$ cat src/rtl/ddq_pkg.sv
package ddq_pkg;
  localparam int DEPTH = 32;
  localparam int HALF = DEPTH / 2;
  localparam int ADDR_W = $clog2(DEPTH);
  localparam int CNT_W = $clog2(DEPTH + 1);
  localparam int RD_PORTS = 4;

  // strobes from control to storage
  typedef struct packed {
    logic [1:0]                       wrEn;
    logic [1:0][ADDR_W-1:0]           wrAddr;
    logic [RD_PORTS-1:0][ADDR_W-1:0]  rdAddr;
    logic [1:0][1:0]                  slotSel;  // {thread, second}
  } strobe_t;
endpackage

$ cat src/rtl/ddq_store.sv
module ddq_store
  import ddq_pkg::*;
#(
  parameter int OP_W = 16
) (
  input  logic                      clk,
  input  strobe_t                   strb,
  input  logic [1:0][OP_W-1:0]      wrData,
  output logic [1:0][OP_W-1:0]      slotData
);
  logic [OP_W-1:0] mem [DEPTH];
  logic [RD_PORTS-1:0][OP_W-1:0] rdData;

  always_ff @(posedge clk) begin
    for (int k = 0; k < 2; k++) begin
      if (strb.wrEn[k]) mem[strb.wrAddr[k]] <= wrData[k];
    end
  end

  for (genvar r = 0; r < RD_PORTS; r++) begin : g_rd
    assign rdData[r] = mem[strb.rdAddr[r]];
  end

  for (genvar s = 0; s < 2; s++) begin : g_slot
    assign slotData[s] = rdData[strb.slotSel[s]];
  end
endmodule

$ cat src/rtl/ddq_ctrl.sv
module ddq_ctrl
  import ddq_pkg::*;
(
  input  logic        clk,
  input  logic        rstN,
  input  logic        modeIn,
  input  logic [1:0]  enqValid,
  input  logic [1:0]  enqTid,
  input  logic [3:0]  opRdy,
  output strobe_t     strb,
  output logic [1:0]  dispValid,
  output logic [1:0]  dispTid,
  output logic [1:0]  fullOut,
  output logic        twoThreadActive
);
  localparam int AW = ADDR_W;
  localparam int CW = CNT_W;

  logic mode, rr;
  logic [1:0][AW-1:0] head, tail;
  logic [1:0][CW-1:0] cnt;
  logic [CW-1:0] cap;
  logic [1:0] cand0, cand1;
  logic [1:0][1:0] nReady, take, pushN;
  logic fav, oth;
  logic [1:0] room;
  logic p0, p1, acc0, acc1, same, idle;
  strobe_t strbD;

  function automatic logic [AW-1:0] wrapAdd(input logic [AW-1:0] p,
                                            input logic [1:0] inc,
                                            input logic [CW-1:0] lim);
    logic [CW-1:0] s;
    s = CW'(p) + CW'(inc);
    if (s >= lim) s = s - lim;
    return s[AW-1:0];
  endfunction

  function automatic logic [AW-1:0] phys(input logic t, input logic [AW-1:0] p);
    return t ? p + AW'(HALF) : p;
  endfunction

  assign cap = mode ? CW'(HALF) : CW'(DEPTH);

  // dispatch selection
  always_comb begin
    for (int t = 0; t < 2; t++) begin
      cand0[t] = ((t == 0) || mode) && (cnt[t] != '0) && opRdy[2*t];
      cand1[t] = cand0[t] && (cnt[t] >= CW'(2)) && opRdy[2*t+1];
      nReady[t] = cand1[t] ? 2'd2 : (cand0[t] ? 2'd1 : 2'd0);
    end
    fav = rr;
    oth = !rr;
    take = '0;
    take[fav] = nReady[fav];
    room = 2'd2 - nReady[fav];
    take[oth] = (nReady[oth] > room) ? room : nReady[oth];
  end

  // enqueue acceptance
  always_comb begin
    p0 = mode & enqTid[0];
    p1 = mode & enqTid[1];
    acc0 = enqValid[0] && (cnt[p0] < cap);
    same = acc0 && (p0 == p1);
    acc1 = enqValid[1] && ((cnt[p1] + CW'(same)) < cap);
    for (int t = 0; t < 2; t++) begin
      pushN[t] = {1'b0, acc0 && (p0 == 1'(t))} + {1'b0, acc1 && (p1 == 1'(t))};
    end
    idle = (cnt[0] == '0) && (cnt[1] == '0) && !acc0 && !acc1;
  end

  // strobes
  always_comb begin
    strbD = '0;
    dispValid = '0;
    strbD.wrEn = {acc1, acc0};
    strbD.wrAddr[0] = phys(p0, tail[p0]);
    strbD.wrAddr[1] = phys(p1, wrapAdd(tail[p1], {1'b0, same}, cap));
    for (int t = 0; t < 2; t++) begin
      strbD.rdAddr[2*t]   = phys(1'(t), head[t]);
      strbD.rdAddr[2*t+1] = phys(1'(t), wrapAdd(head[t], 2'd1, cap));
    end
    if (take[fav] != 2'd0) begin
      dispValid[0] = 1'b1; strbD.slotSel[0] = {fav, 1'b0};
    end else if (take[oth] != 2'd0) begin
      dispValid[0] = 1'b1; strbD.slotSel[0] = {oth, 1'b0};
    end
    if (take[fav] == 2'd2) begin
      dispValid[1] = 1'b1; strbD.slotSel[1] = {fav, 1'b1};
    end else if (take[fav] == 2'd1 && take[oth] != 2'd0) begin
      dispValid[1] = 1'b1; strbD.slotSel[1] = {oth, 1'b0};
    end else if (take[fav] == 2'd0 && take[oth] == 2'd2) begin
      dispValid[1] = 1'b1; strbD.slotSel[1] = {oth, 1'b1};
    end
  end

  assign strb = strbD;
  assign dispTid = {strbD.slotSel[1][1], strbD.slotSel[0][1]};
  assign twoThreadActive = mode;
  assign fullOut = mode ? {cnt[1] == CW'(HALF), cnt[0] == CW'(HALF)}
                        : {2{cnt[0] == CW'(DEPTH)}};

  always_ff @(posedge clk) begin
    if (!rstN) begin
      mode <= 1'b0;
      rr   <= 1'b0;
      head <= '0;
      tail <= '0;
      cnt  <= '0;
    end else begin
      for (int t = 0; t < 2; t++) begin
        head[t] <= wrapAdd(head[t], take[t], cap);
        tail[t] <= wrapAdd(tail[t], pushN[t], cap);
        cnt[t]  <= cnt[t] + CW'(pushN[t]) - CW'(take[t]);
      end
      if (cand0[0] && cand0[1]) rr <= !rr;
      if (idle) begin
        mode <= modeIn;
        head <= '0;
        tail <= '0;
      end
    end
  end


  cnt_cap_chk: assert property (@(posedge clk) disable iff (!rstN)
    (cnt[0] <= cap) && (cnt[1] <= cap));

  single_idle_chk: assert property (@(posedge clk) disable iff (!rstN)
    !mode |-> (cnt[1] == '0) && !(dispValid[0] && dispTid[0]) && !(dispValid[1] && dispTid[1]));

  mode_hold_chk: assert property (@(posedge clk) disable iff (!rstN)
    ((cnt[0] != '0) || (cnt[1] != '0)) |=> $stable(mode));

  empty_nodisp_chk: assert property (@(posedge clk) disable iff (!rstN)
    (cnt[0] == '0) |-> !(dispValid[0] && !dispTid[0]) && !(dispValid[1] && !dispTid[1]));

  pair_depth_chk: assert property (@(posedge clk) disable iff (!rstN)
    (dispValid == 2'b11 && dispTid[0] == dispTid[1]) |-> (cnt[dispTid[0]] >= CW'(2)));

  slot_order_chk: assert property (@(posedge clk) disable iff (!rstN)
    dispValid[1] |-> dispValid[0]);

  rr_flip_chk: assert property (@(posedge clk) disable iff (!rstN)
    (cand0[0] && cand0[1]) |=> (rr != $past(rr)));
endmodule

$ cat src/rtl/dual_dispatch_queue.sv
module dual_dispatch_queue
  import ddq_pkg::*;
#(
  parameter int OP_W = 16
) (
  input  logic              clk,
  input  logic              rstN,
  input  logic              modeIn,
  input  logic [1:0]        enqValid,
  input  logic [1:0]        enqTid,
  input  logic [2*OP_W-1:0] enqOp,
  input  logic [3:0]        opRdy,
  output logic [1:0]        dispValid,
  output logic [1:0]        dispTid,
  output logic [2*OP_W-1:0] dispOp,
  output logic [1:0]        fullOut,
  output logic              twoThreadActive
);
  strobe_t strb;
  logic [1:0][OP_W-1:0] wrData, slotData;

  assign wrData = enqOp;
  assign dispOp = slotData;

  ddq_ctrl i_ctrl (
    .clk(clk), .rstN(rstN), .modeIn(modeIn), .enqValid(enqValid),
    .enqTid(enqTid), .opRdy(opRdy), .strb(strb), .dispValid(dispValid),
    .dispTid(dispTid), .fullOut(fullOut), .twoThreadActive(twoThreadActive)
  );

  ddq_store #(.OP_W(OP_W)) i_store (
    .clk(clk), .strb(strb), .wrData(wrData), .slotData(slotData)
  );
endmodule

$ cat config.mk
export PLATFORM = sky130hd
export DESIGN_NAME = dual_dispatch_queue
export DESIGN_NICKNAME = d
export VERILOG_FILES = /design/src/rtl/ddq_pkg.sv /design/src/rtl/ddq_store.sv /design/src/rtl/ddq_ctrl.sv /design/src/rtl/dual_dispatch_queue.sv
export SDC_FILE = /design/constraint.sdc
export NUM_CORES = 2
export LEC_CHECK = 0
export BUFFER_PORTS_ARGS = -buffer_cell sky130_fd_sc_hd__buf_4
export CORE_MARGIN = 3
export CORE_UTILIZATION = 51
export DETAILED_ROUTE_END_ITERATION = 7
export GPL_ROUTABILITY_DRIVEN = 1
export GPL_TIMING_DRIVEN = 1
export HOLD_SLACK_MARGIN = 0.15
export PLACE_DENSITY = 0.71
export SLEW_MARGIN = 30
export SYNTH_ARGS = -nofsm -noshare
export SYNTH_HDL_FRONTEND = slang
export SYNTH_SLANG_ARGS = --single-unit
$ cat constraint.sdc
create_clock -name clk -period 5.86 [get_ports clk]
set_input_delay 0.879 -clock clk [delete_from_list [all_inputs] [get_ports clk]]
set_output_delay 0.879 -clock clk [all_outputs]
set_load 0.005 [all_outputs]
==> summary.md <==
| Metric | Value |
|---|---|
| Fmax | 171 MHz |
| Endpoints failing setup | 0 |
| Die X-Extent | 297 um |
| Non-filler cells, final | 4379 |
| Routed via count | 34.5k |
| Top-count cell post-synth | mux4_2 |
| Sw Ratio | 37.1% |
| Initial core utilization | 51.6% |
| Yosys top cell by area | edfxtp_1 |
| CP Max Fanout | 8 |
| Max IR drop VDD | 286 uV |
| Worst EP required | 4980 ps |
| Core Rows | 106 |
| Final instance area | 48900 um2 |
| Most frequent CP cell | ha_4 |
| GRT Util Overall | 37.6% |
| DP HPWL | 108000 um |
| FF-to-FF End | i_ctrl.tail[9] |
| CP max-delay cell | or3b_4 |
| Core area | 83800 um2 |
| Fillers | 6425 |
| Final worst-path cycle share | 100% |
| Antenna violations before repair | 10 |
| CTS Buf Count | 66 |
| Largest net degree at the start of global routing | 148 |
| Worst reg2reg path startpoint | i_ctrl.twoThreadActive |
| Leakage | 15.6 nW |
| Tightest Hold Check Type | input pin to register |
| Fraction of registers with async set or reset after synthesis | 0% |
| Relative slew margins | 24.2% |
| Via density | 7.88 |
| Post-CTS Hold Fix Bufs | 0 |
| DRC viols | 1 |
| Crit end category | output pin |
| Hold Path Depth | 3 |
| Clock slew at reported path FFs | 60 ps |
| Syn. warnings | 0 |
| Switching power | 6.94 mW |
| CP arrival | 4980 ps |
| Final ANT Viol Nets | 0 |
| WL per Instance | 38.6 um |
| Pint | 11.8 mW |
| CTS tree | yes |
| Syn Std Cell Area | 43300 um2 |
| Primary FF master, synth | edfxtp_1 |
| Global-route wire length before repair | 242000 um |
| Post-Route Setup TNS | 0 ps |
| Syn Nets | 3292 |
| Cell Count Post-Placement | 4224 |
| TritonCTS Sinks | 546 |
| Reg power frac | 25.8% |
| Worst reg-to-reg path cell count | 22 |
| Delay-heaviest family, CP | simple AND/OR/NAND/NOR gates |
| Total Power | 18.7 mW |
| Reg2Reg Setup Slack | 380 ps |
| Root buffer cell | clkbuf_16 |
| Final wirelength | 169000 um |
| Full die area | 88300 um2 |
| CP Cell Sequence | inv_2 > ha_4 > nand3b_1 > a221oi_4 > and2_4 > a21o_1 > ha_4 > ha_4 > o21ba_4 > or3_4 > a21bo_4 > and3_4 > or3b_4 > o21ai_4 > clkbuf_16 > buf_16 > mux2i_4 > buf_6 |
| Min-delay src | modeIn |
| Pre-antenna DRT Iters | 8 |
| Crit start category | register |
| Area share of the largest cell type after synthesis | 35.5% |
| Clk pwr share | 23.4% |
| Worst-Skew Late Latency | 620 ps |
| Mapped Cells | 3184 |
| Area delta synth->final | 13.0% |
| Die Span Y | 297 um |
| Hold Path Sink | i_ctrl.twoThreadActive |
| DR iter-0 viols | 5611 |
| Status | complete, but fails checks |
| Failing checks | design-rule violations |
| Final nets | 3299 |
| Max incr delay on CP | 410 ps |
| Max-cap violation count | 0 |
| Final min period | 5860 ps |
| Vias in the first global route | 34.3k |
| Critical path class | register to output pin |
| Input/output buffers | 81 |
| Syn_area_per_cell | 13.6 um2 |
| Clock Tree Buf Depth | 3 |
| Num ports | 82 |
| Final-report max-slew violation count | 0 |
| Gpl congestion | 0.970 |
| Post-synthesis sequential area ratio | 37.1% |
| Hold Vio Cnt, Final | 0 |
| CP Buf/Inv Count | 4 |
| Worst Tran Pin Value | 1130 ps |
| Register bit total from synthesis | 546 |
| Remaining global-route overflow | 0 |
| Final core area utilization | 58.3% |
| Layout cell share with drive strength beyond 1 | 47.4% |
| Skew final | 17.0 ps |
| Post-synth EDFFs | 512 |
| Power per Cell Area | 383 nW/um2 |
| Synth cell count leaders | 513 x mux4_2, 512 x edfxtp_1, 445 x mux2_2 |
| Logic gate share of total power | 50.8% |
| CTS H-tree depth | 3 |
| Synth cell types | 79 |
| Placed Instance Area | 46000 um2 |
| Ranking of synthesized cells by area | edfxtp_1 36%, mux4_2 27%, mux2_2 12%, clkbuf_1 2.4%, mux2_1 2.0% |
==> worst min-delay path, cell delays in order <==
cell,delay [ps]
buf_4,80
mux2i_1,60
nor2b_1,110
==> what timing repair did <==
action	4_1_cts	5_1_grt
endpoints found under the setup margin	33	32
pin swaps	6	16
resized for setup	33	27
buffers inserted	8	23
==> kinds of logic (layout without fill, tap and decap cells) <==
logic type | Yosys count | in the layout | synth area share, %
mux | 1118 | 1118 | 42.3
flops | 546 | 546 | 37.1
compound gates | 409 | 409 | 6.68
buf+inv | 437 | 493 | 4.16
other cells | 0 | 5 | 0
xor+xnor | 38 | 38 | 0.770
simple gates | 571 | 571 | 6.99
fa+ha+maj | 65 | 65 | 1.95
==> cell type report <==
| class | instances | area (um2) | area share [%] |
|---|---|---|---|
| Multi-Input combinational cell | 2201 | 25900 | 53.1 |
| Sequential cell | 546 | 16100 | 32.9 |
| Timing Repair Buffer | 331 | 3020 | 6.17 |
| Clock buffer | 79 | 1790 | 3.65 |
| Tap cell | 1134 | 1420 | 2.90 |
| Clock inverter | 38 | 450 | 0.921 |
| Inverter | 45 | 171 | 0.351 |
| Antenna cell | 5 | 12.5 | 0.0256 |
==> cell usage in the layout (no fill, tap or decap), drive strengths merged, types with 15 or more instances in the layout <==
cell / Yosys / layout
nand2: 209 / 209
nand3: 120 / 120
nand2b: 22 / 22
o211ai: 32 / 32
a22oi: 18 / 18
and2: 17 / 17
a2bb2oi: 15 / 15
buf: 114 / 330
a32o: 47 / 47
clkbuf: 278 / 80
nand4: 51 / 51
mux4: 513 / 513
ha: 61 / 61
dfxtp: 34 / 34
o21ai: 99 / 99
edfxtp: 512 / 512
inv: 43 / 43
mux2: 531 / 531
a21oi: 74 / 74
mux2i: 74 / 74
o221ai: 17 / 17
xor2: 15 / 15
nor2: 51 / 51
and4: 16 / 16
a32oi: 47 / 47
xnor2: 23 / 23
nor2b: 23 / 23
and3: 15 / 15
clkinv: 2 / 27
==> metal layers <==
layer / track usage (%) / vias up / part of all wire [%]
met5: 1.62 / - / 0.094
met1: 46.3 / 17200 / 32
met2: 54.7 / 3404 / 43
li1: - / 13100 / -
met3: 15.3 / 867 / 16
met4: 24.4 / 10 / 8.2
==> worst max path at each step <==
stage / start / to / slack, ps / cells after the start
2_1_floorplan: i_ctrl.twoThreadActive / i_store.mem[24][0] / 10 / 24
3_3_place_gp: opRdy[1] / dispOp[1] / -250 / 14
3_5_place_dp: enqTid[0] / i_ctrl.tail[4] / -120 / 24
4_1_cts: i_ctrl.cnt[2] / dispOp[17] / 2 / 20
5_1_grt: i_ctrl.cnt[2] / dispOp[2] / -50 / 19
6_report: i_ctrl.cnt[5] / dispOp[2] / 2 / 18
==> state kept, by name (all words and copies together) (netlist names) <==
name,cells
i_ctrl.fav,1
i_ctrl.twoThreadActive,1
i_store.mem,512
i_ctrl.head,5
i_ctrl.tail,10
i_ctrl.cnt,12
i_ctrl.strb,5
==> power groups by stage <==
| stage | logic, mW | registers, mW | clock network, mW |
|---|---|---|---|
| global placement | 8.77 | 4.86 | 0 |
| detailed placement | 8.93 | 4.89 | 0 |
| global route | 9.89 | 4.85 | 4.51 |
| finish | 9.50 | 4.83 | 4.38 |
| floorplan | 6.14 | 4.77 | 0 |
| CTS | 9.10 | 4.81 | 4.37 |
==> stage by stage <==
step                setup WS (ps)  hold slack, ps
CTS                          2.21             532
detailed placement           -119             684
finish                       2.07             553
global placement             -252             687
global route                -45.1             559
floorplan                    12.1             568
Power figures use the tool's default switching activity.
